`config.mk`:
```
export PLATFORM = sky130hd
export DESIGN_NAME = dxfer_unit
export DESIGN_NICKNAME = d
export VERILOG_FILES = /design/src/rtl/dxfer_pkg.sv /design/src/rtl/dxfer_addr_gen.sv /design/src/rtl/dxfer_box_avg.sv /design/src/rtl/dxfer_unit.sv
export SDC_FILE = /design/constraint.sdc
export NUM_CORES = 1
export LEC_CHECK = 0
export ABC_AREA = 1
export BUFFER_PORTS_ARGS = -buffer_cell sky130_fd_sc_hd__buf_2
export CORE_ASPECT_RATIO = 0.75
export CORE_UTILIZATION = 50
export DETAILED_ROUTE_END_ITERATION = 10
export PLACE_DENSITY = 0.68
export SYNTH_ARGS = -nofsm -noshare
export SYNTH_HDL_FRONTEND = slang
export SYNTH_SLANG_ARGS = --single-unit
```
`constraint.sdc`:
```
create_clock -name clk -period 12.7 [get_ports clk]
set_clock_uncertainty 0.2 [all_clocks]
set_input_delay 0 -clock clk [delete_from_list [all_inputs] [get_ports clk]]
set_output_delay 0 -clock clk [all_outputs]
set_load 0.01 [all_outputs]
```
`src/rtl/dxfer_pkg.sv`:
```
package dxfer_pkg;
    localparam int CH_W  = 8;
    localparam int NCH   = 4;
    localparam int PIX_W = CH_W * NCH;
    localparam int BPP   = PIX_W / 8;
    localparam int SUM_W = CH_W + 2;

    localparam logic [1:0] SC_NONE = 2'd0;
    localparam logic [1:0] SC_X    = 2'd1;
    localparam logic [1:0] SC_XY   = 2'd2;

    typedef enum logic [2:0] {
        ST_IDLE,
        ST_READ,
        ST_ACC,
        ST_WRITE,
        ST_DONE
    } st_e;

    // Z-order position of a pixel inside an 8x8 tile
    function automatic logic [5:0] tile_code(input logic [2:0] x, input logic [2:0] y);
        return {y[2], x[2], y[1], x[1], y[0], x[0]};
    endfunction
endpackage

```
`src/rtl/dxfer_addr_gen.sv`:
```
module dxfer_addr_gen
    import dxfer_pkg::*;
#(
    parameter int ADDR_W = 32,
    parameter int DIM_W  = 10
) (
    input  logic [ADDR_W-1:0] base_i,
    input  logic [DIM_W-1:0]  x_i,
    input  logic [DIM_W-1:0]  y_i,
    input  logic [DIM_W-1:0]  stride_i,
    input  logic              tiled_i,
    output logic [ADDR_W-1:0] addr_o
);
    localparam int BPP_SH = $clog2(BPP);

    logic [ADDR_W-1:0] xw, yw, sw, x_hi, y_hi, pix_lin, pix_til, pix;

    always_comb begin
        xw      = ADDR_W'(x_i);
        yw      = ADDR_W'(y_i);
        sw      = ADDR_W'(stride_i);
        x_hi    = xw & ~ADDR_W'(7);
        y_hi    = yw & ~ADDR_W'(7);
        pix_lin = xw + yw * sw;
        pix_til = ADDR_W'(tile_code(x_i[2:0], y_i[2:0])) + (x_hi << 3) + y_hi * sw;
        pix     = tiled_i ? pix_til : pix_lin;
        addr_o  = base_i + (pix << BPP_SH);
    end
endmodule

```
`src/rtl/dxfer_box_avg.sv`:
```
module dxfer_box_avg
    import dxfer_pkg::*;
(
    input  logic [NCH-1:0][SUM_W-1:0] sum_i,
    input  logic [1:0]                shift_i,
    output logic [PIX_W-1:0]          pix_o
);
    for (genvar c = 0; c < NCH; c++) begin : g_ch
        logic [SUM_W-1:0] avg;
        assign avg = sum_i[c] >> shift_i;
        assign pix_o[c*CH_W +: CH_W] = avg[CH_W-1:0];
    end
endmodule

```
`src/rtl/dxfer_unit.sv`:
```
module dxfer_unit
    import dxfer_pkg::*;
#(
    parameter int ADDR_W = 32,
    parameter int DIM_W  = 10
) (
    input  logic              clk,
    input  logic              rst_n,
    input  logic              start_i,
    input  logic [ADDR_W-1:0] src_base_i,
    input  logic [ADDR_W-1:0] dst_base_i,
    input  logic [DIM_W-1:0]  in_w_i,
    input  logic [DIM_W-1:0]  in_h_i,
    input  logic [DIM_W-1:0]  out_w_i,
    input  logic [DIM_W-1:0]  out_h_i,
    input  logic              src_linear_i,
    input  logic              keep_layout_i,
    input  logic [1:0]        scale_i,
    input  logic              flip_i,
    output logic              busy_o,
    output logic              done_o,
    output logic              mem_req_o,
    output logic              mem_we_o,
    output logic [ADDR_W-1:0] mem_addr_o,
    output logic [PIX_W-1:0]  mem_wdata_o,
    input  logic [PIX_W-1:0]  mem_rdata_i
);
    localparam int BPP_SH = $clog2(BPP);

    typedef struct packed {
        st_e                      st;
        logic [ADDR_W-1:0]        src;
        logic [ADDR_W-1:0]        dst;
        logic [DIM_W-1:0]         in_w;
        logic [DIM_W-1:0]         ow;
        logic [DIM_W-1:0]         oh;
        logic                     src_tiled;
        logic                     dst_tiled;
        logic                     flip;
        logic                     hs;
        logic                     vs;
        logic [DIM_W-1:0]         x;
        logic [DIM_W-1:0]         y;
        logic [1:0]               k;
        logic [NCH-1:0][SUM_W-1:0] acc;
    } regs_t;

    regs_t r_d, r_q;

    // start-time decode
    logic             hs_in, vs_in, cfg_ok;
    logic [DIM_W-1:0] ow_in, oh_in;

    always_comb begin
        hs_in  = (scale_i != SC_NONE);
        vs_in  = (scale_i == SC_XY);
        ow_in  = out_w_i >> hs_in;
        oh_in  = out_h_i >> vs_in;
        cfg_ok = (in_w_i != '0) && (in_h_i != '0) && (out_w_i != '0) && (out_h_i != '0)
               && (ow_in != '0) && (oh_in != '0)
               && (scale_i <= SC_XY)
               && !(src_linear_i && hs_in);
    end

    // coordinates of the current pixel
    logic [DIM_W-1:0]  ix, iy, oy;
    logic [ADDR_W-1:0] src_pix_addr, dst_pix_addr;
    logic [1:0]        k_last;

    always_comb begin
        ix     = r_q.hs ? {r_q.x[DIM_W-2:0], 1'b0} : r_q.x;
        iy     = r_q.vs ? {r_q.y[DIM_W-2:0], 1'b0} : r_q.y;
        oy     = r_q.flip ? (r_q.oh - DIM_W'(1) - r_q.y) : r_q.y;
        k_last = {r_q.vs, r_q.hs};
    end

    dxfer_addr_gen #(.ADDR_W(ADDR_W), .DIM_W(DIM_W)) u_src_addr (
        .base_i  (r_q.src),
        .x_i     (ix),
        .y_i     (iy),
        .stride_i(r_q.in_w),
        .tiled_i (r_q.src_tiled),
        .addr_o  (src_pix_addr)
    );

    dxfer_addr_gen #(.ADDR_W(ADDR_W), .DIM_W(DIM_W)) u_dst_addr (
        .base_i  (r_q.dst),
        .x_i     (r_q.x),
        .y_i     (oy),
        .stride_i(r_q.ow),
        .tiled_i (r_q.dst_tiled),
        .addr_o  (dst_pix_addr)
    );

    dxfer_box_avg u_avg (
        .sum_i  (r_q.acc),
        .shift_i({1'b0, r_q.hs} + {1'b0, r_q.vs}),
        .pix_o  (mem_wdata_o)
    );

    always_comb begin
        r_d = r_q;
        unique case (r_q.st)
            ST_IDLE: begin
                if (start_i) begin
                    r_d.src       = src_base_i;
                    r_d.dst       = dst_base_i;
                    r_d.in_w      = in_w_i;
                    r_d.ow        = ow_in;
                    r_d.oh        = oh_in;
                    r_d.src_tiled = !src_linear_i;
                    r_d.dst_tiled = (src_linear_i != keep_layout_i);
                    r_d.flip      = flip_i;
                    r_d.hs        = hs_in;
                    r_d.vs        = vs_in;
                    r_d.x         = '0;
                    r_d.y         = '0;
                    r_d.k         = '0;
                    r_d.acc       = '0;
                    r_d.st        = cfg_ok ? ST_READ : ST_DONE;
                end
            end
            ST_READ: r_d.st = ST_ACC;
            ST_ACC: begin
                for (int c = 0; c < NCH; c++) begin
                    r_d.acc[c] = r_q.acc[c] + SUM_W'(mem_rdata_i[c*CH_W +: CH_W]);
                end
                if (r_q.k == k_last) begin
                    r_d.st = ST_WRITE;
                end else begin
                    r_d.k  = r_q.k + 2'd1;
                    r_d.st = ST_READ;
                end
            end
            ST_WRITE: begin
                r_d.acc = '0;
                r_d.k   = '0;
                r_d.st  = ST_READ;
                if (r_q.x == r_q.ow - DIM_W'(1)) begin
                    r_d.x = '0;
                    if (r_q.y == r_q.oh - DIM_W'(1)) begin
                        r_d.st = ST_DONE;
                    end else begin
                        r_d.y = r_q.y + DIM_W'(1);
                    end
                end else begin
                    r_d.x = r_q.x + DIM_W'(1);
                end
            end
            ST_DONE: r_d.st = ST_IDLE;
            default: r_d.st = ST_IDLE;
        endcase
    end

    always_ff @(posedge clk or negedge rst_n) begin
        if (!rst_n) begin
            r_q <= '0;
        end else begin
            r_q <= r_d;
        end
    end

    always_comb begin
        busy_o     = (r_q.st != ST_IDLE);
        done_o     = (r_q.st == ST_DONE);
        mem_req_o  = (r_q.st == ST_READ) || (r_q.st == ST_WRITE);
        mem_we_o   = (r_q.st == ST_WRITE);
        mem_addr_o = mem_we_o ? dst_pix_addr
                              : src_pix_addr + (ADDR_W'(r_q.k) << BPP_SH);
    end

    // done is followed by idle
    p_done_then_idle_r10: assert property (@(posedge clk) disable iff (!rst_n)
        done_o |=> !busy_o);

    // a start while busy leaves the captured configuration alone
    p_busy_start_ignored_r10: assert property (@(posedge clk) disable iff (!rst_n)
        (busy_o && start_i) |=> ($stable(r_q.src) && $stable(r_q.ow) && $stable(r_q.oh)));

    // a rejected start goes straight to done with no access
    p_reject_quiet_r2: assert property (@(posedge clk) disable iff (!rst_n)
        (!busy_o && start_i && !cfg_ok) |=> (done_o && !mem_req_o));

    // read index stays within the pixels of the box
    p_read_index_r8: assert property (@(posedge clk) disable iff (!rst_n)
        (r_q.st == ST_ACC) |-> (r_q.k <= k_last));

    // every write lands inside the destination image
    p_write_in_range_r11: assert property (@(posedge clk) disable iff (!rst_n)
        mem_we_o |-> ((r_q.x < r_q.ow) && (r_q.y < r_q.oh)));
endmodule

```
## Word-level counts from Yosys, hierarchy flattened

Index checks and enable logic that the tools add are counted.

- Word-level logic and storage cells: 107
- Input bits: 144
- Output and inout port bits: 68
- Bits in registers: 164

- $lt $le $gt $ge: 1
- Shift operators: 6
- $mul: 4
- Eq/ne operators: 13
- $add $sub $neg: 20
- Multiplexer cells: 18
- Reduce and logical (&&, ||, !) cells: 27

Operator list:

| operator | number |
|---|---|
| 164-bit 2-to-1 mux | 1 |
| 42-bit case mux with 3 select lines | 1 |
| 32-bit adder | 2 |
| 10-bit 2-to-1 mux | 6 |
| 30-bit 2-to-1 mux | 2 |
| 10-bit nonzero test | 6 |
| 10-bit by 20-bit adder with 21-bit output | 2 |
| 14-bit by 20-bit adder with 21-bit output | 2 |
| 10-bit by 8-bit adder with 10-bit output | 4 |
| 10-bit by 10-bit multiplier with 20-bit output | 2 |
| 20-bit case mux with 2 select lines | 1 |
| 10-bit by 2-bit >> shifter with 8-bit output | 4 |
| 7-bit by 10-bit multiplier with 17-bit output | 2 |
| 32-bit by 4-bit adder with 32-bit output | 1 |
| 32-bit 2-to-1 mux | 1 |
| 6-bit by 13-bit adder with 14-bit output | 2 |
| 10-bit by 1-bit adder with 10-bit output (second input constant) | 2 |
| 10-bit == test | 2 |
| 10-bit by 1-bit >> shifter with 10-bit output | 2 |
| 10-bit by 1-bit subtractor with 10-bit output (second input constant) | 2 |
| 3-bit case mux with 4 select lines | 1 |
| 10-bit subtractor | 1 |
| 3-bit 2-to-1 mux | 3 |
| 1-bit logical AND | 8 |
| other kinds (20) | 29 |

## Depth between registers and ports, before layout

- Depth after elaboration: 11
- Depth in mapped cells: 54
- Mapped depth without buffers: 54

## Modules after synthesis

Synthesis repeated with hierarchy kept, for this count alone.

- Cell total of the unflattened synthesis: 4102
- Area, all modules: 27692.8 µm²

Modules (own cells, without submodules):

| module | area an instance (µm²) | times used | cells an instance | seq. area each (µm²) |
|---|---|---|---|---|
| dxfer_unit | 10699.0 | 1 | 1536 | 4103.9 |
| dxfer_addr_gen at u_src_addr | 8017.7 | 1 | 1167 | 0.0 |
| dxfer_addr_gen at u_dst_addr | 7933.9 | 1 | 1174 | 0.0 |
| dxfer_box_avg | 1042.2 | 1 | 225 | 0.0 |

## Worst setup path after synthesis

Ideal clock, no wire load.

- Path type: flip-flop to output port
- From: register r_q[67] in the netlist's numbering
- To: output port mem_addr_o[23]
- Data arrival time: 8.059 ns
- Data required time: 12.500 ns
- Path buffers: 0
- Cell stages (with the launch flop): 52
- Path slack: 4.441 ns
- Cell sequence: dfrtp_1 > inv_1 > ha_1 > nand3_1 > nor3_1 > nand2_1 > nor2_1 > xor2_1 > ha_1 > nand2_1 > nor2_1 > nand3_1 > nand4_1 > xnor2_1 > nand2_1 > o21ai_2 > nor2_1 > fa_1 > [16 not listed] > nand3_1 > nand3_1 > nand2_1 > nand2_1 > nand2_1 > nor2_1 > nor2_1 > o21ai_0 > inv_1 > ha_1 > nand2_1 > nor2_1 > inv_1 > nor3_1 > nand4_1 > nand3_1 > o21ai_0 > o21ai_0

- Longest elaborated chain between the ends: 8
- Elaborated cells between the ends (all ways): 11
- Classes of those cells: add/sub (6); mul (2); mux (3)

Ends and longest elaborated chain:

| element | line | text |
|---|---|---|
| start, declared | dxfer_unit.sv:48 | `regs_t r_d, r_q;` |
| start signal, assigned | dxfer_unit.sv:159 | `r_q <= r_d;` |
| 10-bit by 1-bit subtractor with 10-bit output (*) | dxfer_unit.sv:73 | `oy = r_q.flip ? (r_q.oh - DIM_W'(1) - r_q.y) : r_q.y;` |
| 10-bit subtractor (*) | dxfer_unit.sv:73 |  |
| 10-bit 2-to-1 mux (*) | dxfer_unit.sv:73 |  |
| 10-bit by 10-bit multiplier with 20-bit output (tied with other cells) | dxfer_addr_gen.sv:24 | `pix_lin = xw + yw * sw;` |
| 10-bit by 20-bit adder with 21-bit output / 14-bit by 20-bit adder with 21-bit output (equally long branches) | dxfer_addr_gen.sv:24, dxfer_addr_gen.sv:25 |  |
| 30-bit 2-to-1 mux (*) | dxfer_addr_gen.sv:26 | `pix = tiled_i ? pix_til : pix_lin;` |
| 32-bit adder (*) | dxfer_addr_gen.sv:27 | `addr_o = base_i + (pix << BPP_SH);` |
| 32-bit 2-to-1 mux (*) | dxfer_unit.sv:168 | `mem_addr_o = mem_we_o ? dst_pix_addr` |
| end, declared | dxfer_unit.sv:24 | `output logic [ADDR_W-1:0] mem_addr_o,` |

Every way passes the cells marked *; elsewhere a longest branch is shown, timed or not.

## Final worst setup path

- From: register r_q[67] in the netlist's numbering
- To: output port mem_addr_o[30]

The elaborated chain is that of the path after synthesis.

==> metrics.md <==
| Metric | Value |
|---|---|
| Min-delay src | src_base_i[20] |
| Count leader, synth | nand2_1 |
| Gpl congestion | between 0.9 and 1 |
| CTS tree | done |
| Antenna violation net count after detailed routing | 0 |
| Deepest clock path buffer count | 2 |
| Syn avg cell area | between 6 and 7 um2 |
| Wire per inst | 17.4 um |
| Final Hold Fails | 0 |
| Drt via density | 5.35 |
| Worst Setup SP | r_q[67] |
| Share of cells above drive strength 1 | 0.0764 |
| Cells after Synth | 3781 |
| Hold EP | r_q[149] |
| Crit-path slowest cell | fa_1 |
| Hold path depth | 4 |
| Post-layout nets | approximately 4800 |
| Ys flop type | dfrtp_1 |
| Synth top area cells | fa_1 (17%), dfrtp_1 (16%), ha_1 (15%) |
| Status | finished, final reports clean |
| Die span in y | between 200 and 250 um |
| Root Buffer | clkbuf_16 |
| Port Buffers | 211 |
| Synth Cell Area | between 20000 and 30000 um2 |
| Num rows | 72 |
| Drt first pass iters | 6 |
| CP Data Arrival Time | around 10 ns |
| Max H-tree Level | 4 |
| Hpwl dp | 67900 um |
| Post-CTS setup buffer count | 0 |
| Die Width | approximately 270 um |
| Clock Latency Late Sink | 0.47 ns |
| Tmin final | 10.18 ns |
| Critical path required time | between 10 and 15 ns |
| Slew Viols, Final | 0 |
| Number of global-route vias before repair | 24792 |
| Seq/Total Area, Yosys | 0.156 |
| Final period util | 0.801 |
| Num CTS Buffers | 17 |
| Post-synth top area cell | fa_1 |
| Synth cell count leaders | nand2_1 (934), inv_1 (623), nor2_1 (357) |
| Global-route wire length before repair | 135000 um |
| CP Capture Type | output pin |
| Hold Buf Count CTS | between 150 and 200 |
| Reg-to-Reg End | r_q[99] |
| Max Cap Viol | 0 |
| Setup Crit Path Kind | reg2out |
| Slew HR | 0.221 |
| Yosys warns | 0 |
| Worst min path class | in2reg |
| # DRC | 0 |
| Syn-to-layout area delta | 16.3% |
| Max FO, Critical Path | 9 |
| Clock transition at path regs | ~0.090 ns |
| FF-to-FF path depth | 7 |
| Final setup viols | 0 |
| Most common cell on crit path | nand2_1 |
| Setup repair after global routing missed its margin | false |
| Slowest cell delay on critical path | 0.56 ns |
| Setup crit start kind | flop |
| DR iter-0 viols | approximately 2100 |
| Seq cells post-synth | roughly 160 |
| Setup TNS | 0 ns |
| Post-cts resize count | 0 |
| Total GRT Usage | 0.320 |
| Tightest Pin Transition | ~1.2 ns |
| DR vias | around 26000 |
| IO Count | around 210 |
| Yosys top cell area share | 0.170 |
| Die Area | 53500 um2 |
| Antenna violations before repair | 4 |
| Post-synth EDFFs | 0 |
| Async set-reset flop share out of synthesis | 1.00 |
| Max Fclk | approximately 100 MHz |
| Synth cell types | 50 |
| Final wirelength | around 84000 um |
| Syn nets | between 4000 and 5000 |
| R2R setup slack | 8.87 ns |
| Core area | slightly above 50000 um2 |
| Largest net degree at the start of global routing | between 70 and 80 |
| Initial Util | 0.508 |
| Grt total ovfl | 0 |
| RR Startpoint | r_q[161] |
| Clock sinks | ~160 |
-- through the flow --
step	cell area (um2)	cells	setup slack (ns)	hold WS, ns	util
after floorplan	26300	3781	4.44	-0.496	-
after global placement	28000	4632	3.44	-0.186	0.542
after detailed placement	28000	4632	3.15	-0.187	0.542
after CTS	30600	4853	2.59	0.0240	0.591
after global routing	30600	4856	1.61	0.0600	0.592
final	30600	4856	2.52	0.0410	0.592
-- cells in the final DEF (no fill, tap or decap), types with 68 or more instances in the layout --
cell / n
xor2_1: 68
nor2_1: 357
buf_2: 210
o21ai_0: 270
fa_1: 223
nand3_1: 190
inv_1: 623
nand2_1: 933
ha_1: 318
a21oi_1: 237
dlygate4sd3_1: 188
dfrtp_1: 164
-- how the worst max path moves through the flow --
| stage | end | slack [ns] |
|---|---|---|
| floorplan | mem_addr_o[23] | 4.44 |
| global placement | mem_addr_o[21] | 3.44 |
| detailed placement | mem_addr_o[30] | 3.15 |
| CTS | mem_addr_o[30] | 2.59 |
| global route | mem_addr_o[30] | 1.61 |
| finish | mem_addr_o[30] | 2.52 |
-- state kept, by name, indices dropped and copies added (netlist names) --
register / flops
k_last: 2
r_q: 162
-- cells by family (layout without fill, tap and decap cells) --
logic type | count (synthesis) | count (layout) | share of synthesized area
compound gates | 633 | 633 | 0.130
xor+xnor | 94 | 94 | 0.0319
mux | 1 | 1 | 0.000381
buf+inv | 716 | 1085 | 0.104
flops | 164 | 164 | 0.156
other cells | 0 | 3 | 0
fa+ha+maj | 541 | 541 | 0.321
simple gates | 1632 | 1632 | 0.257
-- area by class of cell --
type / count / area [um2]
diodes: 3 / 7.51
clock buffers: 17 / 425
clock inverters: 15 / 208
fillers: 4935 / 21100
inverters: 636 / 2390
multi-input cells: 2901 / 19500
flip-flops and latches: 164 / 4100
well taps: 703 / 880
repair buffers: 417 / 3100
-- layer usage --
metal | up-vias | track usage | part of all wire
met5 | - | 0 | 0.00032
met3 | 74 | 0.0854 | 0.10
met1 | 12019 | 0.496 | 0.49
met4 | 4 | 0.0608 | 0.015
met2 | 1043 | 0.441 | 0.39
li1 | 12849 | - | -
-- critical path: cells and delay by family, from the launching register on --
kind | cells | cell delay (ns)
flip-flops | 1 | 0.40
AO/OA/AOI/OAI | 1 | 0.22
adder cells (fa/ha/maj) | 9 | 3.82
AND/OR/NAND/NOR | 34 | 4.20
XOR/XNOR | 3 | 0.38
buffers and inverters | 7 | 0.47
Power is not shown: default switching activity piles up to over one toggle a cycle in this logic, so the estimate is an artifact.
